[src/rtl/irq_pkg.sv]
package irq_pkg;

    localparam int NSRC     = 5;
    localparam int SRC_W    = $clog2(NSRC);
    localparam int VEC_W    = 8;
    localparam int VEC_STEP = 4;
    localparam logic [VEC_W-1:0] VEC_BASE = 8'h04;

    typedef enum logic [1:0] {
        EDGE_OFF  = 2'b00,
        EDGE_RISE = 2'b01,
        EDGE_FALL = 2'b10,
        EDGE_BOTH = 2'b11
    } edge_mode_e;

    typedef logic [NSRC-1:0] src_vec_t;

    typedef struct packed {
        logic             valid;
        logic [SRC_W-1:0] idx;
    } grant_t;

    // lowest index wins: scan from the top so the last hit is the lowest
    function automatic grant_t pick_winner(src_vec_t ready);
        grant_t g;
        g.valid = 1'b0;
        g.idx   = '0;
        for (int i = NSRC - 1; i >= 0; i--) begin
            if (ready[i]) begin
                g.valid = 1'b1;
                g.idx   = SRC_W'(i);
            end
        end
        return g;
    endfunction

    function automatic logic [VEC_W-1:0] vec_of(logic [SRC_W-1:0] idx);
        return VEC_BASE + VEC_W'(idx) * VEC_W'(VEC_STEP);
    endfunction

endpackage

[src/rtl/irq_edge_detect.sv]
module irq_edge_detect
    import irq_pkg::*;
#(
    parameter int SYNC_STAGES = 2
) (
    input  logic       clk,
    input  logic       rst,
    input  logic       pin,
    input  logic       pin_is_input,
    input  logic       sel_wr,
    input  logic [1:0] sel_wdata,
    output logic       evt
);
    logic [SYNC_STAGES-1:0] sync_q;
    logic                   prev_q;
    edge_mode_e             mode_q;
    logic                   cur, rise, fall;

    always_ff @(posedge clk) begin
        if (rst) begin
            sync_q <= '0;
            prev_q <= 1'b0;
            mode_q <= EDGE_OFF;
        end else begin
            sync_q <= {sync_q[SYNC_STAGES-2:0], pin};
            prev_q <= sync_q[SYNC_STAGES-1];
            if (sel_wr)
                mode_q <= edge_mode_e'(sel_wdata);
        end
    end

    assign cur  = sync_q[SYNC_STAGES-1];
    assign rise = cur & ~prev_q;
    assign fall = ~cur & prev_q;

    always_comb begin
        unique case (mode_q)
            EDGE_RISE: evt = rise;
            EDGE_FALL: evt = fall;
            EDGE_BOTH: evt = rise | fall;
            default:   evt = 1'b0;
        endcase
        if (!pin_is_input)
            evt = 1'b0;
    end

endmodule

[src/rtl/irq_flag_bank.sv]
module irq_flag_bank
    import irq_pkg::*;
(
    input  logic     clk,
    input  logic     rst,
    input  src_vec_t hw_evt,
    input  src_vec_t sw_set,
    input  src_vec_t sw_clr,
    input  logic     en_wr,
    input  src_vec_t en_wdata,
    input  logic     gie_set,
    input  logic     gie_clr,
    input  logic     reti,
    input  logic     svc_take,
    input  src_vec_t svc_clr,
    output src_vec_t flags,
    output src_vec_t enables,
    output logic     gie
);
    src_vec_t flags_n;

    // clears first, then any set (software or hardware) wins
    assign flags_n = (flags & ~sw_clr & ~svc_clr) | sw_set | hw_evt;

    always_ff @(posedge clk) begin
        if (rst) begin
            flags   <= '0;
            enables <= '0;
            gie     <= 1'b0;
        end else begin
            flags <= flags_n;
            if (en_wr)
                enables <= en_wdata;
            if (svc_take)
                gie <= 1'b0;
            else if (gie_set || reti)
                gie <= 1'b1;
            else if (gie_clr)
                gie <= 1'b0;
        end
    end

    // a serviced flag is gone next cycle unless a new set hit it
    p_svc_flag_r5: assert property (@(posedge clk) disable iff (rst)
        (svc_take && ((svc_clr & (sw_set | hw_evt)) == '0))
        |=> ((flags & $past(svc_clr)) == '0));

endmodule

[src/rtl/irq_arbiter.sv]
module irq_arbiter
    import irq_pkg::*;
#(
    parameter int LAT_RUN  = 2,
    parameter int LAT_WAKE = 3
) (
    input  logic             clk,
    input  logic             rst,
    input  logic             tick,
    input  logic             sleep,
    input  logic             stk_full,
    input  logic             gie,
    input  src_vec_t         flags,
    input  src_vec_t         enables,
    output logic             capture,
    output src_vec_t         svc_clr,
    output logic             wake,
    output logic             busy,
    output logic             started,
    output logic             take,
    output logic [VEC_W-1:0] vec
);
    localparam int LAT_MAX = (LAT_WAKE > LAT_RUN) ? LAT_WAKE : LAT_RUN;
    localparam int CNT_W   = $clog2(LAT_MAX + 1);

    src_vec_t         ready;
    grant_t           g;
    logic             woke_q;
    logic [CNT_W-1:0] cnt_q;
    logic [SRC_W-1:0] idx_q;

    assign ready   = flags & enables;
    assign g       = pick_winner(ready);
    assign wake    = sleep & (|ready);
    assign capture = tick & gie & g.valid & ~stk_full & ~busy;

    always_comb begin
        svc_clr = '0;
        if (capture)
            svc_clr[g.idx] = 1'b1;
    end

    always_ff @(posedge clk) begin
        if (rst) begin
            woke_q  <= 1'b0;
            busy    <= 1'b0;
            cnt_q   <= '0;
            idx_q   <= '0;
            started <= 1'b0;
            take    <= 1'b0;
            vec     <= '0;
        end else begin
            take    <= 1'b0;
            started <= capture;
            woke_q  <= capture ? 1'b0 : (woke_q | wake);
            if (capture) begin
                busy  <= 1'b1;
                idx_q <= g.idx;
                cnt_q <= (sleep || woke_q) ? CNT_W'(LAT_WAKE) : CNT_W'(LAT_RUN);
            end else if (busy && tick) begin
                if (cnt_q == CNT_W'(1)) begin
                    busy <= 1'b0;
                    take <= 1'b1;
                    vec  <= vec_of(idx_q);
                end else begin
                    cnt_q <= cnt_q - CNT_W'(1);
                end
            end
        end
    end

    // every issued vector lies in the table
    p_take_vec_r2: assert property (@(posedge clk) disable iff (rst)
        take |-> (vec[1:0] == 2'b00 && vec >= 8'h04 && vec <= 8'h14));

endmodule

[src/rtl/irq_ctrl.sv]
module irq_ctrl
    import irq_pkg::*;
#(
    parameter int SYNC_STAGES = 2,
    parameter int LAT_RUN     = 2,
    parameter int LAT_WAKE    = 3
) (
    input  logic             clk,
    input  logic             rst,
    input  logic             tick,
    input  logic             sleep,
    input  logic             stk_full,
    input  logic             reti,
    input  logic             ext_pin,
    input  logic             ext_is_input,
    input  logic [NSRC-2:0]  evt_in,
    input  logic             sel_wr,
    input  logic [1:0]       sel_wdata,
    input  logic             en_wr,
    input  logic [NSRC-1:0]  en_wdata,
    input  logic [NSRC-1:0]  flag_set,
    input  logic [NSRC-1:0]  flag_clr,
    input  logic             gie_set,
    input  logic             gie_clr,
    output logic             wake,
    output logic             irq_take,
    output logic [VEC_W-1:0] irq_vec,
    output logic             svc_started,
    output logic             gie_o,
    output logic [NSRC-1:0]  flags_o
);
    logic     ext_evt;
    src_vec_t flags, enables, svc_clr;
    logic     gie, capture, busy;

    irq_edge_detect #(.SYNC_STAGES(SYNC_STAGES)) u_edge (
        .clk          (clk),
        .rst          (rst),
        .pin          (ext_pin),
        .pin_is_input (ext_is_input),
        .sel_wr       (sel_wr),
        .sel_wdata    (sel_wdata),
        .evt          (ext_evt)
    );

    irq_flag_bank u_bank (
        .clk      (clk),
        .rst      (rst),
        .hw_evt   ({evt_in, ext_evt}),
        .sw_set   (flag_set),
        .sw_clr   (flag_clr),
        .en_wr    (en_wr),
        .en_wdata (en_wdata),
        .gie_set  (gie_set),
        .gie_clr  (gie_clr),
        .reti     (reti),
        .svc_take (capture),
        .svc_clr  (svc_clr),
        .flags    (flags),
        .enables  (enables),
        .gie      (gie)
    );

    irq_arbiter #(.LAT_RUN(LAT_RUN), .LAT_WAKE(LAT_WAKE)) u_arb (
        .clk      (clk),
        .rst      (rst),
        .tick     (tick),
        .sleep    (sleep),
        .stk_full (stk_full),
        .gie      (gie),
        .flags    (flags),
        .enables  (enables),
        .capture  (capture),
        .svc_clr  (svc_clr),
        .wake     (wake),
        .busy     (busy),
        .started  (svc_started),
        .take     (irq_take),
        .vec      (irq_vec)
    );

    assign gie_o   = gie;
    assign flags_o = flags;

    // a service only begins from an open global enable
    p_no_nest_r4: assert property (@(posedge clk) disable iff (rst)
        $rose(busy) |-> $past(gie));

    // global enable is closed once a service is under way
    p_gie_drop_r5: assert property (@(posedge clk) disable iff (rst)
        $rose(busy) |-> !gie);

    // no service begins from a full stack
    p_stk_hold_r6: assert property (@(posedge clk) disable iff (rst)
        $rose(busy) |-> !$past(stk_full));

    // service start follows a strobe edge
    p_on_strobe_r7: assert property (@(posedge clk) disable iff (rst)
        svc_started |-> $past(tick));

endmodule

[config.mk]
export PLATFORM = sky130hd
export DESIGN_NAME = irq_ctrl
export DESIGN_NICKNAME = d
export VERILOG_FILES = /design/src/rtl/irq_pkg.sv /design/src/rtl/irq_edge_detect.sv /design/src/rtl/irq_flag_bank.sv /design/src/rtl/irq_arbiter.sv /design/src/rtl/irq_ctrl.sv
export SDC_FILE = /design/constraint.sdc
export NUM_CORES = 1
export LEC_CHECK = 0
export BUFFER_PORTS_ARGS = -buffer_cell sky130_fd_sc_hd__buf_4
export CORE_ASPECT_RATIO = 1.75
export CORE_MARGIN = 2
export CORE_UTILIZATION = 30
export CTS_BUF_LIST = sky130_fd_sc_hd__clkbuf_8
export CTS_CLUSTER_SIZE = 8
export DETAILED_ROUTE_END_ITERATION = 7
export PLACE_DENSITY_LB_ADDON = 0.08
export SYNTH_ARGS = -nofsm -noshare
export SYNTH_HDL_FRONTEND = slang
export SYNTH_SLANG_ARGS = --single-unit
[constraint.sdc]
create_clock -name clk -period 1.35 [get_ports clk]
set_input_delay 0.0675 -clock clk [delete_from_list [all_inputs] [get_ports clk]]
set_output_delay 0.0675 -clock clk [all_outputs]
set_load 0.02 [all_outputs]
==> out/qor.yml <==
synth:
  synth_edf_count: 0
  yosysWarnings: 0
  portion_of_the_post_synthesis_area_used_by_sequential_elements_pct: 44.79
  top_ff_cell_synth: "sky130_fd_sc_hd__dfxtp_1"
  async_flop_share_pct: 0
  synth_area_per_cell_um2: 9.193
  ys_seq_elements: 29
  yosysUniqueCellTypes: 40
  synthesis.area_um2: 1296
  synthesized_instance_count: 141
timing:
  fin_ws_ns: -0.05567
  rsz0062_at_grt: "true"
  skew_ns: 0.004593
  setup-violations-final: 1
  hold_viol: 0
  final_min_period_over_clock_period_pct: 104.1
  fin_worst_hold_slack_ns: 0.01870
  fmaxAchievable_ghz: 0.7114
  sum_neg_setup_slack_ns: -0.05567
  timing.final.max_slew_violations: 0
  post-route-min-period_ns: 1.406
placement:
  place.gp.congestion: 0.8223
  sum_of_net_half_perimeters_after_detailed_placement_mm: 2.443
  port_bufs: 45
  dpl_worst_slack_ns: -0.03216
cells_and_area:
  layout.filler_cells: 405
  num-nets-final: 233
  drive_gt1_share_pct: 41.12
  antenna_cells: 0
  area_growth_syn_to_layout_pct: 44.79
status:
  failed_checks: "setup timing"
  outcome: "complete, but fails checks"
min_path:
  timing.hold.worst.class: "in -> reg"
  timing.hold.worst.start: "evt_in[0]"
routing:
  drt_pass1_iterations: 4
  ant_nets: 0
  drt-wirelength-per-cell_um: 12.70
  drc: 0
  vias_per_cell: 4.846
  overall_routed_net_length_mm: 3.125
  routed-via-count: 1192
  detailedRoute.firstIterationViolations: 23
run:
  maxCapViolCount: 0
clocking:
  clkTransAtPathRegs_ns: 0.06
  clock_sink_count: 29
  worstSkewPairLatency_ns: 0.28
  number_of_buffers_created_by_cts: 5
  clock_tree_from_tritoncts: "built"
  cts-htree-levels: 2
  cts_root_buffer: "sky130_fd_sc_hd__clkbuf_8"
  cts-root-to-sink-buffers: 2
critical_path:
  critical_path_start: "u_bank.flags[3]"
  cp.arrival_ns: 1.34
  critical_path.startpoint_type: "register"
  critPathRequiredTime_ns: 1.28
  worstPathMaxFanout: 4
  critical_path.reg2reg.startpoint: "u_bank.enables[1]"
  timing.setup.critical_path_class: "reg -> out"
  worst_setup_path_end_kind: "output pin"
power:
  total_leakage_power_nw: 0.8159
  worst_ir_drop_vdd_mv: 0.7403
  power_per_cell_area_nw_per_um2: 1059
grt:
  groute.usage.overall_pct: 14.30
  wire_length_of_the_first_global_routing_pass_mm: 5.064
  first_global_vias: 1256
  grt_antenna_before_repair: 0
  pin_count_of_the_biggest_net_entering_global_routing: 32
  total_congestion_overflow_after_global_routing: 0
die:
  initial_utilization_pct: 31.23
  design.die.area_um2: 4883
  placement_rows: 31
  top_level_ports: 50
  die_height_um: 90.96
  fp.coreArea_um2: 4150
  chipWidth_um: 53.69
cell families after synthesis:
family | count (synthesis) | share of synthesized area, %
buffers and inverters | 16 | 5.888
AND/OR/NAND/NOR | 52 | 20.66
XOR/XNOR | 2 | 1.352
multiplexers | 7 | 5.406
flip-flops | 29 | 44.79
adder cells (fa/ha/maj) | 4 | 3.861
other | 1 | 0.2893
AO/OA/AOI/OAI | 30 | 17.76
layout by cell type, fill, tap and decap left out, drive strengths merged, types with 3 or more instances in the layout:
| cell | n |
|---|---|
| a211oi | 4 |
| a21oi | 11 |
| buf | 54 |
| clkbuf | 7 |
| conb | 4 |
| dfxtp | 29 |
| ha | 4 |
| inv | 6 |
| mux2i | 7 |
| nand2 | 11 |
| nand3 | 3 |
| nand3b | 3 |
| nor2 | 18 |
| nor3 | 5 |
critical path, stage by stage, from the launching register on:
cell	delay (ns)
sky130_fd_sc_hd__dfxtp_2	0.32
sky130_fd_sc_hd__a22o_4	0.27
sky130_fd_sc_hd__o31a_4	0.34
sky130_fd_sc_hd__buf_6	0.13
synth_stat cells (all sizes together), types with 2 or more instances:
master,instances,area share [%]
nand2,11,3.2
nand2b,2,0.97
dfxtp,29,45
nand3b,3,1.7
nor2,18,5.2
nor2b,2,0.97
o31a,2,1.5
o21ai,2,0.77
mux2i,7,5.4
ha,4,3.9
nand3,3,1.2
a22o,2,2.0
clkbuf,5,1.4
a211oi,4,2.7
buf,5,2.7
nand4,2,0.97
a21oi,11,4.2
nor3,5,2.3
a22oi,2,1.2
inv,6,1.7
final timing paths:
| path | end | slack, ns | cells past startpoint |
|---|---|---|---|
| max reg2reg | u_arb.idx_q[0] | 0.08 | 5 |
| max | wake | -0.06 | 3 |
| min reg2reg | u_edge.sync_q[1] | 0.44 | 1 |
| min | u_bank.flags[1] | 0.02 | 3 |
registers in the layout, summed over array words and instances (netlist names):
register	flops
u_arb.woke_q	1
u_arb.cnt_q	2
u_arb.idx_q	3
u_bank.enables	5
u_edge.sync_q	2
u_bank.flags	5
u_edge.mode_q	2
u_arb.started	1
u_edge.prev_q	1
u_arb.busy	1
u_arb.take	1
u_bank.gie	1
u_arb.vec	4
what timing repair did:
item | CTS | global route
setup buffers | 2 | 1
resized for setup | 13 | 5
pin swaps | 3 | 1
hold buffers | 1 | 0
setup endpoints to repair | 2 | 6
hold endpoints to repair | 1 | 0
final cells by class:
cell class	instances	area, µm²	share of cell area [%]
flip-flops and latches	29	595.6	31.73
clock buffers	7	96.34	5.133
multi-input cells	99	676.9	36.07
well taps	49	61.31	3.267
repair buffers	55	419.2	22.33
clock inverters	1	5.005	0.2667
inverters	6	22.52	1.200
layer usage:
| layer | track usage [%] | wire [µm] |
|---|---|---|
| met3 | 4.934 | 166 |
| met1 | 12.82 | 1141 |
| met4 | 8.120 | 80 |
| met2 | 25.61 | 1737 |
| met5 | 0 | 0 |
per-stage QoR:
step	instances	cell area (µm²)	power, mW	util (%)
after floorplan	144	1309	1.083	-
after global placement	234	1699	1.212	40.94
after detailed placement	234	1699	1.217	40.94
after CTS	245	1859	2.022	44.80
after global routing	246	1877	2.085	45.22
final	246	1877	1.988	45.22
report_power, final:
| group | total (mW) | internal, mW | switching, mW |
|---|---|---|---|
| registers | 0.926 | 0.896 | 0.0306 |
| clock network | 0.768 | 0.459 | 0.309 |
| logic | 0.293 | 0.161 | 0.132 |
| total | 1.99 | 1.52 | 0.471 |
No activity file was read; power rests on OpenSTA's default activity.
